`src/rtl/hfmbox.sv`:
```
module hfmbox #(
  parameter int AW = 12,
  parameter logic [AW-1:0] CMD_OFS = 'hE4,
  parameter logic [AW-1:0] IN_OFS  = 'hE8,
  parameter logic [AW-1:0] OUT_OFS = 'hEC,
  parameter logic [AW-1:0] OWN_OFS = 'hF0,
  parameter logic [AW-1:0] ST_OFS  = 'h428
) (
  input  logic          clk,
  input  logic          rst_n,
  input  logic          h_wr,
  input  logic [AW-1:0] h_addr,
  input  logic [31:0]   h_wdata,
  output logic [31:0]   h_rdata,
  input  logic          fw_claim,
  input  logic          fw_post,
  input  logic [31:0]   fw_msg,
  input  logic          fw_hang,
  output logic          fw_doorbell,
  output logic [31:0]   fw_inbox,
  output logic          host_irq
);
  localparam logic [1:0] OWN_NONE = 2'd0, OWN_FW = 2'd1, OWN_SW = 2'd2;

  logic        ie_q, xhci_q, smi_q, pme_q;
  logic [31:0] in_q, out_q, inbox_q;
  logic [1:0]  own_q, own_d;
  logic        hang_q, sen_q, db_q;

  wire wr_cmd = h_wr && (h_addr == CMD_OFS);
  wire wr_in  = h_wr && (h_addr == IN_OFS);
  wire wr_own = h_wr && (h_addr == OWN_OFS);
  wire wr_st  = h_wr && (h_addr == ST_OFS);
  wire ring   = wr_cmd && h_wdata[31] && h_wdata[27];

  always_comb begin
    own_d = own_q;
    if (wr_own && h_wdata == 32'd0)
      own_d = OWN_NONE;
    else if (fw_claim && own_q == OWN_NONE)
      own_d = OWN_FW;
    else if (wr_own && h_wdata == {30'd0, OWN_SW} && own_q != OWN_FW)
      own_d = OWN_SW;
  end

  always_ff @(posedge clk) begin
    if (!rst_n) begin
      ie_q    <= 1'b0;
      xhci_q  <= 1'b0;
      smi_q   <= 1'b0;
      pme_q   <= 1'b0;
      in_q    <= '0;
      out_q   <= '0;
      inbox_q <= '0;
      own_q   <= OWN_NONE;
      hang_q  <= 1'b0;
      sen_q   <= 1'b0;
      db_q    <= 1'b0;
    end else begin
      own_q <= own_d;
      db_q  <= ring;
      if (ring) inbox_q <= in_q;
      if (wr_in) in_q <= h_wdata;
      if (fw_post) out_q <= fw_msg;
      if (wr_cmd) begin
        ie_q   <= h_wdata[31];
        xhci_q <= h_wdata[30];
        pme_q  <= h_wdata[28];
        smi_q  <= h_wdata[29] | fw_post;
      end else if (fw_post) begin
        smi_q <= 1'b1;
      end
      hang_q <= fw_hang | (hang_q & ~(wr_st & h_wdata[1]));
      if (wr_st) sen_q <= h_wdata[3];
    end
  end

  always_comb begin
    h_rdata = '0;
    if (h_addr == CMD_OFS)      h_rdata = {ie_q, xhci_q, smi_q, pme_q, 28'd0};
    else if (h_addr == IN_OFS)  h_rdata = in_q;
    else if (h_addr == OUT_OFS) h_rdata = out_q;
    else if (h_addr == OWN_OFS) h_rdata = {30'd0, own_q};
    else if (h_addr == ST_OFS)  h_rdata = {28'd0, sen_q, 1'b0, hang_q, 1'b0};
  end

  assign fw_doorbell = db_q;
  assign fw_inbox    = inbox_q;
  assign host_irq    = (smi_q & ie_q) | (hang_q & sen_q);
endmodule

```
`config.mk`:
```
export PLATFORM = sky130hd
export DESIGN_NAME = hfmbox
export DESIGN_NICKNAME = d
export VERILOG_FILES = /design/src/rtl/hfmbox.sv
export SDC_FILE = /design/constraint.sdc
export NUM_CORES = 1
export LEC_CHECK = 0
export BUFFER_PORTS_ARGS = -buffer_cell sky130_fd_sc_hd__buf_2
export CAP_MARGIN = 20
export CORE_ASPECT_RATIO = 0.9
export CORE_MARGIN = 10
export CORE_UTILIZATION = 40
export CTS_CLUSTER_DIAMETER = 30
export DETAILED_ROUTE_END_ITERATION = 10
export PLACE_DENSITY = 0.68
export SKIP_LAST_GASP = 1
export SLEW_MARGIN = 20
export SYNTH_ARGS = -nofsm -noshare
export SYNTH_HDL_FRONTEND = slang
export SYNTH_SLANG_ARGS = --single-unit
```
`constraint.sdc`:
```
create_clock -name clk -period 1.5 [get_ports clk]
set_input_delay 0.225 -clock clk [delete_from_list [all_inputs] [get_ports clk]]
set_output_delay 0.225 -clock clk [all_outputs]
set_load 0.005 [all_outputs]
```
==> results of run 1 <==
## flip-flops by register name, indices dropped and copies added (netlist names)
register     cells
pme_q            1
ie_q             1
own_q            2
hang_q           1
in_q            32
smi_q            1
xhci_q           1
fw_doorbell      1
fw_inbox        32
sen_q            1
out_q           32
## metrics by stage
step           utilization  area, µm²  power (µW)  cells  TNS [ns]
2_1_floorplan            -       4730        3130    526    -0.672
3_3_place_gp         0.516       5920        3380    841    -18.77
3_5_place_dp         0.516       5920        3400    841    -21.75
4_1_cts              0.558       6410        5580    864     -9.41
5_1_grt              0.589       6760        5800    874    -15.22
6_report             0.589       6760        5580    874    -11.20
## placed cells by master, fill, tap and decap left out, types with 4 or more instances in the layout
cell type / count
a22o_1: 26
mux2i_1: 64
buf_6: 9
nand2_2: 14
buf_4: 44
o21ai_1: 5
and4_1: 4
nand4_1: 5
nand2_4: 7
a21oi_1: 21
dfxtp_1: 104
clkbuf_16: 14
buf_12: 12
nand2b_1: 4
a21oi_2: 17
buf_2: 145
nor4_1: 5
nand3_1: 6
nor2_1: 36
o21ai_0: 4
nand2_1: 116
## per-layer routing
layer  GRT usage  vias up  routed length, µm
li1            -     2195                  -
met1       0.226     2199               6990
met2       0.308      157               7900
met3      0.0645       23               1320
met4      0.0448        0                247
met5           0        -                  0
## worst paths after layout
check / slack (ns) / to / start / cells past startpoint
setup / recovery: -0.33 / h_rdata[25] / h_addr[11] / 7
hold / removal: 0.12 / out_q[1]$_SDFFE_PN0P_ / fw_msg[1] / 3
setup reg to reg: 0.57 / own_q[1]$_SDFFE_PP0P_ / own_q[0]$_SDFFE_PP0P_ / 3
hold reg to reg: 0.46 / fw_inbox[24]$_SDFFE_PN0P_ / fw_inbox[24]$_SDFFE_PN0P_ / 2
## report_power, final
group	internal (µW)	switching, µW
Clock	1170	1010
Combinational	248	272
Sequential	2840	35.5
## critical path, stage by stage
cell and delay, ns:
buf_8 0.10, nor4_4 0.33, and4_1 0.25, and2_4 0.26, clkbuf_16 0.19, a22o_1 0.13, buf_2 0.11
## final cells by class
class,instances,area share
Clock buffer,11,0.0359
Clock inverter,4,0.00426
Inverter,4,0.00222
Multi-Input combinational cell,376,0.382
Sequential cell,105,0.311
Tap cell,156,0.0289
Timing Repair Buffer,218,0.236
## kinds of logic after synthesis
| kind of cell | synth area share |
|---|---|
| and+or+nand+nor | 0.229 |
| DFF | 0.445 |
| AOI/OAI and AO/OA | 0.127 |
| muxes | 0.138 |
| buffers and inverters | 0.0607 |
## repair_timing
item                                    4_1_cts  5_1_grt
hold buffers                                  0        0
gates resized for setup                      34       43
cloned                                        2        6
buffers inserted                              7        5
pin swaps                                     9       27
hold endpoints to repair                      0        0
endpoints found under the setup margin       34       98
==> impl_metrics.csv, run 1 <==
group,metric,value,unit
synth,synth_edf_count,0,
timing,slew_violations,0,
synth,yosys-top-cells-area,"dfxtp_1 45%, mux2i_1 14%, nand2_1 10%, a22o_1 4.8%, a21oi_1 3.0%",
synth,yosys.cell_types.count,44,
detailed_routing,antenna_left,0,
final_layout,n_fill_cell,1032,
synth,synth-async-reset-ratio,0,
timing,hold_viol_final,0,
place,routabilityCongestion,0.886,
timing,fin_crit,1.83,ns
place,portBuffers,147,
final_layout,layout-drive-gt1-share,0.415,
final_layout,antennaDiodeCount,0,
die,rows,37,
clock_tree,htree_levels,3,
critical_path,crit_path_max_fanout,6,
final_layout,nets,796,
synth,ys.flop_type,"dfxtp_1",
pwr,leakage,0.00292,µW
timing,tightest_slew,0.322,ns
final_layout,areaGrowthSynthToFinish,43.2,%
die,die_h,123,µm
detailed_routing,wl,16.5,mm
timing,grt_setup_unrepaired,"true",
detailed_routing,drt-initial-drc-count,272,
grt,grt.total_usage,0.185,
synth,synth_cells,526,
grt,antenna_found_initial,0,
synth,synth.avg_cell_area,8.97,µm²
outcome,violations,"setup timing",
job,drv_cap,0,
synth,yosysSeqAreaShare,0.445,
critical_path,path_class,"input pin to output pin",
detailed_routing,first_pass_iters,4,
hold_path,hold_class,"input pin to flip-flop",
clock_tree,cts_sinks,105,
timing,finalCritPeriodShare,1.22,
timing,max_freq,0.546,GHz
synth,yosysTopAreaCell,"dfxtp_1",
die,die_w,135,µm
critical_path,cp-end-kind,"output pin",
die,floorplan.initialDensity,0.411,
detailed_routing,wire_per_inst,18.8,µm
grt,grt_pass1_vias,4763,
clock_tree,clock_path_buffers,2,
clock_tree,root_buffer,"clkbuf_16",
detailed_routing,dr_total_vias,4574,
final_layout,multiInputGateArea,2580,µm²
timing,finClkSkew,0.00404,ns
detailed_routing,vias_per_cell,5.23,
timing,setup_viol,82,
critical_path,cp_data_arrival_time,1.61,ns
grt,grt_remaining_overflow,0,
die,core,11500,µm²
synth,syn-num-nets,608,
synth,yosys_register_bits,105,
die,die-area,16600,µm²
die,pin_count,148,
clock_tree,clk_pin_slew_worst_paths,0.07,ns
place,dp.final_hpwl,11.4,mm
synth,yosys_warnings,0,
pwr,p_per_area,826,nW/µm²
timing,slew_headroom,0.783,
grt,grt_pass1_wl,24.6,mm
timing,fin_ws,-0.332,ns
timing,hold_slack,0.118,ns
grt,grt_max_degree,39,
synth,syn-cell-area,4720,µm²
place,pre_cts_ws,-0.415,ns
synth,synth_top_area_frac,0.445,
synth,yosysMostFrequentCell,"nand2_1",
final_layout,seqCellArea,2100,µm²
critical_path,start_kind,"input pin",
synth,synth_commonest_cells,"127 x nand2_1, 105 x dfxtp_1, 65 x mux2i_1, 36 x nor2_1, 28 x a21oi_1",
detailed_routing,route.detailed.drc,0,
pwr,vdd_drop_max,0.851,mV
critical_path,cp_data_required_time,1.27,ns
outcome,outcome,"complete, but fails checks",
clock_tree,cts_buffers,9,
clock_tree,cts_tree,"yes",
clock_tree,insertion_delay,0.34,ns
No activity file was read; power rests on OpenSTA's default activity.
==> inputs of run 2 (changes only) <==
--- a/config.mk
+++ b/config.mk
@@ -5,13 +5,14 @@
 export SDC_FILE = /design/constraint.sdc
 export NUM_CORES = 1
 export LEC_CHECK = 0
-export BUFFER_PORTS_ARGS = -buffer_cell sky130_fd_sc_hd__buf_2
+export BUFFER_PORTS_ARGS = -buffer_cell sky130_fd_sc_hd__clkbuf_2
 export CAP_MARGIN = 20
 export CORE_ASPECT_RATIO = 0.9
 export CORE_MARGIN = 10
 export CORE_UTILIZATION = 40
 export CTS_CLUSTER_DIAMETER = 30
 export DETAILED_ROUTE_END_ITERATION = 10
+export GPL_TIMING_DRIVEN = 1
 export PLACE_DENSITY = 0.68
 export SKIP_LAST_GASP = 1
 export SLEW_MARGIN = 20
==> run 2 against run 1 <==
  * The flow still finishes with violations (setup timing)
  * Clock skew increased by 0.0021 ns
  * Sequential power about the same
  * Clock power about the same
  * Setup slack got worse by 0.025 ns
  * Power about the same
  * Largest cell class unchanged
  * Largest power group unchanged
  * Highest routed layer unchanged
==> impl_metrics.csv, run 2 (synthesis results as in run 1) <==
group,metric,value,unit
timing,slew_headroom,0.800,
final_layout,mostFrequentLayoutCells,"124 x nand2_1, 117 x clkbuf_2, 105 x dfxtp_1, 65 x mux2i_1, 50 x buf_4",
timing,finalCritPeriodShare,1.24,
clock_tree,cts_tree,"yes",
clock_tree,htree_levels,3,
timing,max_freq,0.538,GHz
critical_path,cp_data_arrival_time,1.63,ns
timing,hold_viol_final,0,
clock_tree,root_buffer,"clkbuf_16",
final_layout,n_fill_cell,1041,
outcome,outcome,"complete, but fails checks",
critical_path,r2r_start,"own_q[0]$_SDFFE_PP0P_",
grt,grt_remaining_overflow,0,
die,rows,37,
timing,fin_ws,-0.357,ns
critical_path,reg2reg_depth,3,
grt,antenna_found_initial,0,
detailed_routing,wire_per_inst,18.2,µm
job,drv_cap,0,
place,dp.final_hpwl,11.1,mm
grt,grt_max_degree,64,
die,core,11500,µm²
timing,setup_viol,43,
clock_tree,clock_path_buffers,2,
critical_path,path_class,"input pin to output pin",
critical_path,crit_chain,"clkbuf_2 -> buf_6 -> nor4_4 -> and4_1 -> buf_4 -> buf_4 -> o21ai_0 -> a22oi_2 -> clkbuf_2",
hold_path,worstHoldStart,"fw_msg[27]",
die,floorplan.initialDensity,0.411,
critical_path,cp-end-kind,"output pin",
timing,finClkSkew,0.00609,ns
final_layout,final_common_cell,"nand2_1",
critical_path,critPathLaunch,"h_addr[9]",
grt,grt.total_usage,0.177,
place,portBuffers,147,
hold_path,min_to,"out_q[27]$_SDFFE_PN0P_",
detailed_routing,route.detailed.drc,0,
detailed_routing,antenna_left,0,
clock_tree,cts_sinks,105,
critical_path,cp_data_required_time,1.27,ns
die,die-area,16600,µm²
die,die_h,123,µm
timing,tns,-9.81,ns
pwr,leakage,0.00285,µW
final_layout,fin_cells,877,
outcome,violations,"setup timing",
critical_path,cp_slowest_cell,"and4_1",
critical_path,start_kind,"input pin",
final_layout,antennaDiodeCount,0,
critical_path,crit_path_max_fanout,5,
timing,tightest_slew,0.296,ns
final_layout,multiInputGateArea,2450,µm²
grt,grt_pass1_wl,23.8,mm
timing,grt_setup_unrepaired,"true",
hold_path,min_path_cells,3,
detailed_routing,vias_per_cell,5.24,
final_layout,layout-drive-gt1-share,0.386,
critical_path,r2r_slack,0.52,ns
die,pin_count,148,
detailed_routing,dr_total_vias,4594,
die,die_w,135,µm
critical_path,r2r-end,"own_q[1]$_SDFFE_PP0P_",
clock_tree,insertion_delay,0.33,ns
final_layout,areaGrowthSynthToFinish,40.3,%
critical_path,cpPeakStageDelay,0.27,ns
timing,slew_violations,0,
detailed_routing,drt-initial-drc-count,252,
place,placed_cells,848,
grt,grt_pass1_vias,4678,
pwr,p_per_area,842,nW/µm²
final_layout,nets,798,
place,routabilityCongestion,0.904,
pwr,vdd_drop_max,0.761,mV
detailed_routing,first_pass_iters,5,
clock_tree,clk_pin_slew_worst_paths,0.07,ns
final_layout,seqCellArea,2100,µm²
detailed_routing,wl,16.0,mm
final_layout,final_core_util,0.577,
hold_path,hold_class,"input pin to flip-flop",
timing,fin_crit,1.86,ns
clock_tree,cts_buffers,9,
-- run 2: cell types whose count changed in the layout (fill, tap and decap cells not counted), moves of 3 or more --
cell      change
buf_2       -117
clkbuf_2    +117
nand2_1       +8
a21oi_1       +6
a21oi_2       -6
buf_4         +6
buf_6         -5
nand2_4       -5
buf_8         +3
nand2_2       -3
-- run 2: per-layer routing --
metal	track usage	vias up	wire length [µm]	part of all wire
met5	0	-	0	0
met3	0.0604	18	1250	0.078
met1	0.215	2195	6870	0.43
met4	0.0360	0	190	0.012
li1	-	2202	-	-
met2	0.299	179	7690	0.48
-- run 2: layout make-up --
| class | instances | share of cell area |
|---|---|---|
| Clock buffer | 13 | 0.0378 |
| Tap cell | 156 | 0.0295 |
| Clock inverter | 3 | 0.00378 |
| Multi-Input combinational cell | 376 | 0.371 |
| Inverter | 4 | 0.00227 |
| Sequential cell | 105 | 0.318 |
| Timing Repair Buffer | 220 | 0.239 |
-- run 2: metrics by stage --
step | hold slack, ns | power (µW) | setup WS (ns) | instance area, µm²
floorplan | 0.326 | 3130 | -0.0322 | 4730
global placement | 0.443 | 3390 | -0.389 | 5960
detailed placement | 0.448 | 3400 | -0.432 | 5960
CTS | 0.114 | 5600 | -0.322 | 6370
global route | 0.124 | 5790 | -0.447 | 6620
finish | 0.124 | 5580 | -0.357 | 6620
-- run 2: worst max-delay path, delay by kind of cell --
kind	cells	cell delay, ns
compound gates	2	0.33
buf+inv	5	0.63
simple gates	2	0.43
-- run 2: how the worst max path moves through the flow --
| stage | to | slack [ns] | depth (start not counted) |
|---|---|---|---|
| CTS | h_rdata[20] | -0.32 | 8 |
| floorplan | h_rdata[10] | -0.03 | 6 |
| global placement | own_q[1]$_SDFFE_PP0P_ | -0.39 | 6 |
| detailed placement | own_q[1]$_SDFFE_PP0P_ | -0.43 | 7 |
| global route | h_rdata[30] | -0.45 | 9 |
| finish | h_rdata[30] | -0.36 | 9 |
-- run 2: repair_timing --
item | in CTS | in global routing
endpoints found under the hold margin | 0 | 0
gates cloned | 1 | 6
hold buffers | 0 | 0
buffers inserted | 3 | 3
pin swaps | 16 | 30
setup endpoints to repair | 34 | 65
gates resized for setup | 21 | 52
-- run 2: where the power goes --
part           switching, µW  internal (µW)
logic                    256            246
registers               34.9           2840
clock network           1010           1180
total                   1300           4270
==> inputs of run 3 (changes only) <==
--- a/config.mk
+++ b/config.mk
@@ -7,13 +7,15 @@
 export LEC_CHECK = 0
 export BUFFER_PORTS_ARGS = -buffer_cell sky130_fd_sc_hd__clkbuf_2
 export CAP_MARGIN = 20
+export CELL_PAD_IN_SITES_DETAIL_PLACEMENT = 1
+export CELL_PAD_IN_SITES_GLOBAL_PLACEMENT = 1
 export CORE_ASPECT_RATIO = 0.9
 export CORE_MARGIN = 10
-export CORE_UTILIZATION = 40
+export CORE_UTILIZATION = 34
 export CTS_CLUSTER_DIAMETER = 30
 export DETAILED_ROUTE_END_ITERATION = 10
 export GPL_TIMING_DRIVEN = 1
-export PLACE_DENSITY = 0.68
+export PLACE_DENSITY_LB_ADDON = 0.1
 export SKIP_LAST_GASP = 1
 export SLEW_MARGIN = 20
 export SYNTH_ARGS = -nofsm -noshare
==> run 3 against run 2 <==
  * The flow still finishes with violations (setup timing)
  * Setup slack worse by 0.0022 ns
  * Power up 0.79%
  * Fmax shrank 0.12%
  * Combinational power is 5.6% higher
  * Die area up 15%
  * Cell count up 1.6%
  * Wire length up 8.6%
  * Register-to-register slack better by 0.04 ns
  * Via count is 1.9% lower
  * Clock power is essentially flat
  * Critical endpoint is now h_rdata[17]
  * Flip-flop and latch count stayed put
==> impl_metrics.csv, run 3 (synthesis results as in run 1) <==
group,metric,value,unit
detailed_routing,route.detailed.drc,0,
final_layout,mostFrequentLayoutCells,"134 x clkbuf_2, 126 x nand2_1, 105 x dfxtp_1, 65 x mux2i_1, 57 x buf_4",
final_layout,final_common_cell,"clkbuf_2",
clock_tree,clock_path_buffers,2,
final_layout,areaGrowthSynthToFinish,39.7,%
detailed_routing,wire_per_inst,19.5,µm
detailed_routing,drt-initial-drc-count,152,
clock_tree,insertion_delay,0.35,ns
clock_tree,root_buffer,"clkbuf_16",
clock_tree,cts_buffers,9,
timing,hold_slack,0.110,ns
critical_path,cp_data_required_time,1.27,ns
timing,setup_viol,63,
critical_path,cpPeakStageDelay,0.39,ns
timing,tns,-11.54,ns
final_layout,layout-drive-gt1-share,0.393,
critical_path,cp-end-kind,"output pin",
place,routabilityCongestion,0.821,
timing,fin_crit,1.86,ns
final_layout,antennaDiodeCount,0,
place,dp.final_hpwl,12.9,mm
outcome,violations,"setup timing",
die,die-area,19000,µm²
pwr,p_seq_frac,0.512,
timing,hold_viol_final,0,
die,pin_count,148,
hold_path,hold_class,"input pin to flip-flop",
final_layout,nets,801,
pwr,p_sw,1360,µW
die,floorplan.initialDensity,0.351,
grt,grt.total_usage,0.179,
clock_tree,cts_sinks,105,
critical_path,crit_path_max_fanout,10,
timing,fin_ws,-0.359,ns
place,pre_cts_ws,-0.479,ns
detailed_routing,vias_per_cell,5.06,
clock_tree,ctsHoldBuffers,0,
grt,grt_pass1_wl,27.2,mm
critical_path,cp_slowest_cell,"nor4_4",
pwr,p_per_area,853,nW/µm²
die,core,13500,µm²
critical_path,start_kind,"input pin",
detailed_routing,wl,17.4,mm
place,portBuffers,147,
die,die_w,144,µm
critical_path,path_class,"input pin to output pin",
die,die_h,132,µm
grt,antenna_found_initial,0,
pwr,comb_power_share,0.094,
clock_tree,clk_pin_slew_worst_paths,0.07,ns
timing,slew_headroom,0.758,
timing,grt_setup_unrepaired,"true",
detailed_routing,first_pass_iters,4,
grt,grt_pass1_vias,5013,
final_layout,n_fill_cell,1614,
outcome,outcome,"complete, but fails checks",
clock_tree,cts_tree,"yes",
timing,slew_violations,0,
timing,finClkSkew,0.00112,ns
timing,finalCritPeriodShare,1.24,
critical_path,crit_chain,"buf_6 -> nor4_4 -> and4_4 -> and2_4 -> clkbuf_16 -> a22o_1 -> clkbuf_2",
pwr,p_clk_frac,0.394,
pwr,leakage,0.00281,µW
timing,tightest_slew,0.363,ns
detailed_routing,antenna_left,0,
final_layout,fin_cells,891,
die,rows,40,
pwr,vdd_drop_max,0.526,mV
timing,max_freq,0.538,GHz
critical_path,cp_data_arrival_time,1.63,ns
grt,grt_remaining_overflow,0,
job,drv_cap,0,
pwr,internal-power,4260,µW
place,placed_cells,868,
grt,grt_max_degree,35,
detailed_routing,dr_total_vias,4506,
pwr,power.share.switching,0.242,
pwr,power,5620,µW
clock_tree,htree_levels,3,
## run 3: cell count changes in the layout (fill, tap and decap cells not counted), sizes merged
cell    previous run  this run
buf               98        86
clkbuf           135       147
clkinv             1         3
## run 3: final cells by class
cell class	instances	area, µm²	share of cell area
clock inverters	5	31.3	0.00475
well taps	168	210	0.0319
multi-input cells	376	2450	0.372
inverters	4	15.0	0.00228
clock buffers	10	239	0.0363
flip-flops and latches	105	2100	0.319
repair buffers	223	1540	0.233
## run 3: power groups by stage
stage | sequential, µW | clock, µW | combinational (µW)
final | 2880 | 2210 | 530
after global routing | 2880 | 2400 | 578
after CTS | 2870 | 2280 | 521
after detailed placement | 2940 | 0 | 504
after global placement | 2940 | 0 | 487
after floorplan | 2930 | 0 | 203
## run 3: critical path, delay by kind of cell
kind | cells | cell delay [ns]
buffers and inverters | 3 | 0.39
AOI/OAI and AO/OA | 1 | 0.13
and+or+nand+nor | 3 | 0.89
## run 3: timing repair
item | CTS | global route
gates cloned | 1 | 2
pin swaps | 8 | 19
setup endpoints to repair | 33 | 97
setup buffers | 4 | 3
resized for setup | 22 | 30
## run 3: stage by stage
step	util	area, µm²
after floorplan	-	4730
after global placement	0.450	6050
after detailed placement	0.450	6050
after CTS	0.481	6470
after global routing	0.490	6590
final	0.490	6590
## run 3: routing by layer
metal | global-route usage | vias up | part of all wire
met1 | 0.212 | 2181 | 0.43
met5 | 0 | - | 0
li1 | - | 2196 | -
met4 | 0.0438 | 0 | 0.012
met3 | 0.0580 | 15 | 0.070
met2 | 0.305 | 114 | 0.49
## run 3: final timing paths
kind,startpoint,endpoint,slack (ns),cells past startpoint
worst min register to register,fw_inbox[27]$_SDFFE_PN0P_,fw_inbox[27]$_SDFFE_PN0P_,0.46,2
worst min-delay path,fw_msg[0],out_q[0]$_SDFFE_PN0P_,0.11,3
worst max register to register,own_q[0]$_SDFFE_PP0P_,own_q[1]$_SDFFE_PP0P_,0.56,3
worst max-delay path,h_addr[11],h_rdata[17],-0.36,7
